===== config.mk =====
export PLATFORM = sky130hd
export DESIGN_NAME = start_count_ctrl
export DESIGN_NICKNAME = d
export VERILOG_FILES = /design/src/rtl/start_count_ctrl.sv
export SDC_FILE = /design/constraint.sdc
export NUM_CORES = 1
export LEC_CHECK = 0
export ABC_AREA = 0
export BUFFER_PORTS_ARGS = -buffer_cell sky130_fd_sc_hd__buf_2
export CORE_AREA = 2 2 39 41
export DETAILED_ROUTE_END_ITERATION = 12
export DIE_AREA = 0 0 41 43
export PLACE_DENSITY = 0.57
export SLEW_MARGIN = 5
export SYNTH_ARGS = -nofsm -noshare
export SYNTH_HDL_FRONTEND = slang
export SYNTH_SLANG_ARGS = --single-unit

===== constraint.sdc =====
create_clock -name clk -period 1.9 [get_ports clk]
set_input_delay 0.285 -clock clk [delete_from_list [all_inputs] [get_ports clk]]
set_output_delay 0.285 -clock clk [all_outputs]
set_load 0.01 [all_outputs]

===== src/rtl/start_count_ctrl.sv =====
module start_count_ctrl #(
  parameter int CNT_W     = 4,
  parameter int STEER_BIT = 2,
  parameter int STOP_BIT  = 3
) (
  input  logic             clk,
  input  logic             rst_n,
  input  logic             start,
  output logic [CNT_W-1:0] count,
  output logic             flag_e,
  output logic             flag_f,
  output logic [1:0]       state
);
  localparam logic [1:0] S_IDLE  = 2'b00;
  localparam logic [1:0] S_COUNT = 2'b01;
  localparam logic [1:0] S_CLOSE = 2'b11;

  logic steer, stop;
  assign steer = count[STEER_BIT];
  assign stop  = steer & count[STOP_BIT];

  always_ff @(posedge clk or negedge rst_n) begin
    if (!rst_n) begin
      state  <= S_IDLE;
      count  <= '0;
      flag_e <= 1'b0;
      flag_f <= 1'b0;
    end else begin
      case (state)
        S_IDLE: if (start) begin
          count  <= '0;
          flag_f <= 1'b0;
          state  <= S_COUNT;
        end
        S_COUNT: begin
          count  <= count + 1'b1;
          flag_e <= steer;
          if (stop) state <= S_CLOSE;
        end
        S_CLOSE: begin
          flag_f <= 1'b1;
          state  <= S_IDLE;
        end
        default: state <= S_IDLE;
      endcase
    end
  end

  AST_IDLE_HOLD: assert property (@(posedge clk) disable iff (!rst_n)
    (state == S_IDLE && !start) |=> (state == S_IDLE && $stable(count) && $stable(flag_f)));
  AST_START_CLEARS: assert property (@(posedge clk) disable iff (!rst_n)
    (state == S_IDLE && start) |=> (state == S_COUNT && count == '0 && !flag_f));
  AST_COUNT_STEP: assert property (@(posedge clk) disable iff (!rst_n)
    (state == S_COUNT) |=> (count == $past(count) + 1'b1));
  AST_E_STEER: assert property (@(posedge clk) disable iff (!rst_n)
    (state == S_COUNT) |=> (flag_e == $past(count[STEER_BIT])));
  AST_CLOSE_ONE: assert property (@(posedge clk) disable iff (!rst_n)
    (state == S_CLOSE) |=> (state == S_IDLE && flag_f && $stable(count)));
  AST_NO_CODE_10: assert property (@(posedge clk) disable iff (!rst_n)
    state != 2'b10);
endmodule


==> results.md <==
* Synth top area cells: dfrtp_1, nand2_1, a22o_1
* Main flop type after synthesis: dfrtp_1
* Final Hold Viols at 0
* Layout Nets at 51
* Total track usage at 10.0%
* #FFs+latches synth at 8
* Gpl congestion at 0.656
* Most frequent cell after synthesis: dfrtp_1
* Multi-input logic area at 135 um2
* Slew Viols, Final at 0
* Initial DRC Count at 0
* Syn Nets at 35
* Vias in the first global route at 233
* First-pass GRT wire length at 1010 um
* DR WL met2 at 309 um
* Largest area contributor in the netlist: dfrtp_1
* Register area at 200 um2
* Core area at 0.00138 mm2
* CTS max path bufs at 2
* Synthesized area at 339 um2
* WL/cell at 11.6 um
* Design Area, Final at 442 um2
* MaxCap Viol Count at 0
* Post-route ant nets at 0
* DP Area at 409 um2
* Final WS setup at 0.729 ns
* DRC at 0
* Status: finished, final reports clean
* Setup bufs post-CTS at 0
* Rel. slew slack at 75.8%
* WP data required at 2.05 ns
* Slew @ Worst Pin at 0.363 ns
* Total iterations of the first detailed-routing run at 1
* Top layer in use: met4
* Post-synth top area share at 59.0%
* Share of the core filled with cells at 31.9%
* Crit. End Element: flip-flop
* FP Rows at 14
* Post-synth top cells: dfrtp_1, nand2_1, nor2_1
* Layout cell share with drive strength beyond 1 at 33.3%
* Share of async-settable or async-resettable flops after synthesis at 100%
* Final wirelength at 706 um
* Final Cycle Share at 61.7%
* RSZ-0062 raised after global routing: false
* Fill count at 149
* Hold Path Class: in -> reg
* Area growth, synth to finish at 30.3%
* Initial Utilization at 24.5%
* Final setup fails at 0
* Worst skew pair latency at 0.26 ns
* Critical Path AT at 1.32 ns
* Final Critical Period at 1.17 ns
* Netlist cell types at 15
* CTS tree: yes
* Gates resized, CTS repair at 0
* Peak VDD IR at 0.408 mV
* Die area at 0.00176 mm2
* Hold Buf Count CTS at 1
* Routed length on met3 at 58 um
* Post-synth EDFFs at 0
* Setup TNS at 0 ns
* Root buf cell: clkbuf_4
* CTS clk-pin slew, worst paths at 0.06 ns
* Ant diodes at 0
* Met1 WL at 307 um
* CTS Sinks at 8
* Kind of critical path: reg -> reg
* Port Buffers at 10
* Die Height at 43 um
* Fin Clk Skew at 0.0104 ns
* Setup WS pre-CTS at 0.734 ns
* Yosys warnings at 0
* Setup crit start kind: flip-flop
* Max H-tree Level at 1
* Cells after Synth at 31
* Chip Width at 41 um
* Top achievable clock speed at 0.854 GHz
* Largest net degree at the start of global routing at 9
* Vias per cell at 4.48
* P per Cell Area at 1880 mW/mm2
* Avg Cell Area, Syn at 10.9 um2
* Ports at 11
* Initial antenna violation count at 0
* Leak at 0.224 nW
* Crit-path max FO at 5
* Total CTS buffers at 3
* Via Count at 273
* Register area share after synthesis at 59.0%
* Grt total ovfl at 0
==> power by group <==
part           internal (mW)  switching (mW)  leakage, nW
clock network         0.0724          0.0595       0.0138
registers              0.256          0.0918       0.0970
logic                  0.174           0.179        0.113
total                  0.502           0.330        0.224
==> worst paths after layout <==
check	end	depth (start not counted)	from	slack, ns
min in group asynchronous	state[1]$_DFFE_PN0P_	2	rst_n	0.39
hold / removal	state[0]$_DFFE_PN0P_	3	start	0.37
hold reg to reg	flag_e$_DFFE_PN0P_	2	flag_e$_DFFE_PN0P_	0.48
setup reg to reg	count[2]$_DFFE_PN0P_	3	count[0]$_DFFE_PN0P_	0.73
setup / recovery	count[2]$_DFFE_PN0P_	3	count[0]$_DFFE_PN0P_	0.73
max in group asynchronous	count[3]$_DFFE_PN0P_	2	rst_n	1.33
==> per-layer routing <==
metal  global-route usage, %  vias to the layer above
met2                    12.2                       10
li1                        -                      138
met1                    9.90                      121
met3                    6.28                        4
met5                       0                        -
met4                    12.0                        0
==> layout by cell type (no fill, tap or decap), types with 2 or more instances in the layout <==
cell,instances
nand2_1,5
clkbuf_4,3
dfrtp_1,8
buf_2,10
nand2b_1,2
nor2_1,3
nand3_1,2
a22o_1,2
==> logic make-up (layout without fill, tap and decap cells) <==
family,Yosys count,after routing,share of synthesized area (%)
buffers and inverters,1,15,1.11
AND/OR/NAND/NOR,14,14,19.9
multiplexers,1,1,3.32
AO/OA/AOI/OAI,6,6,12.9
adder cells (fa/ha/maj),1,1,3.69
flip-flops,8,8,59.0
==> per-stage QoR <==
stage	cells	power, mW	hold slack, ns
5_1_grt	61	0.913	0.393
2_1_floorplan	31	0.567	-0.0106
4_1_cts	61	0.845	0.361
3_3_place_gp	57	0.704	0.135
6_report	61	0.832	0.365
3_5_place_dp	57	0.706	0.137
==> registers in the layout, summed over array words and instances (netlist names) <==
name,flops
flag_f,1
flag_e,1
state,2
count,4
==> area by class of cell <==
type | count | area share [%]
inverters | 1 | 0.850
clock buffers | 3 | 5.10
multi-input cells | 22 | 30.6
well taps | 16 | 4.53
flip-flops and latches | 8 | 45.3
repair buffers | 11 | 13.6
==> worst max-delay path, cell delays in order, from the launching register on <==
cell	delay, ns
dfrtp_1	0.40
ha_1	0.17
mux2_2	0.32
a22o_1	0.17
(Power assumes the default switching activity.)
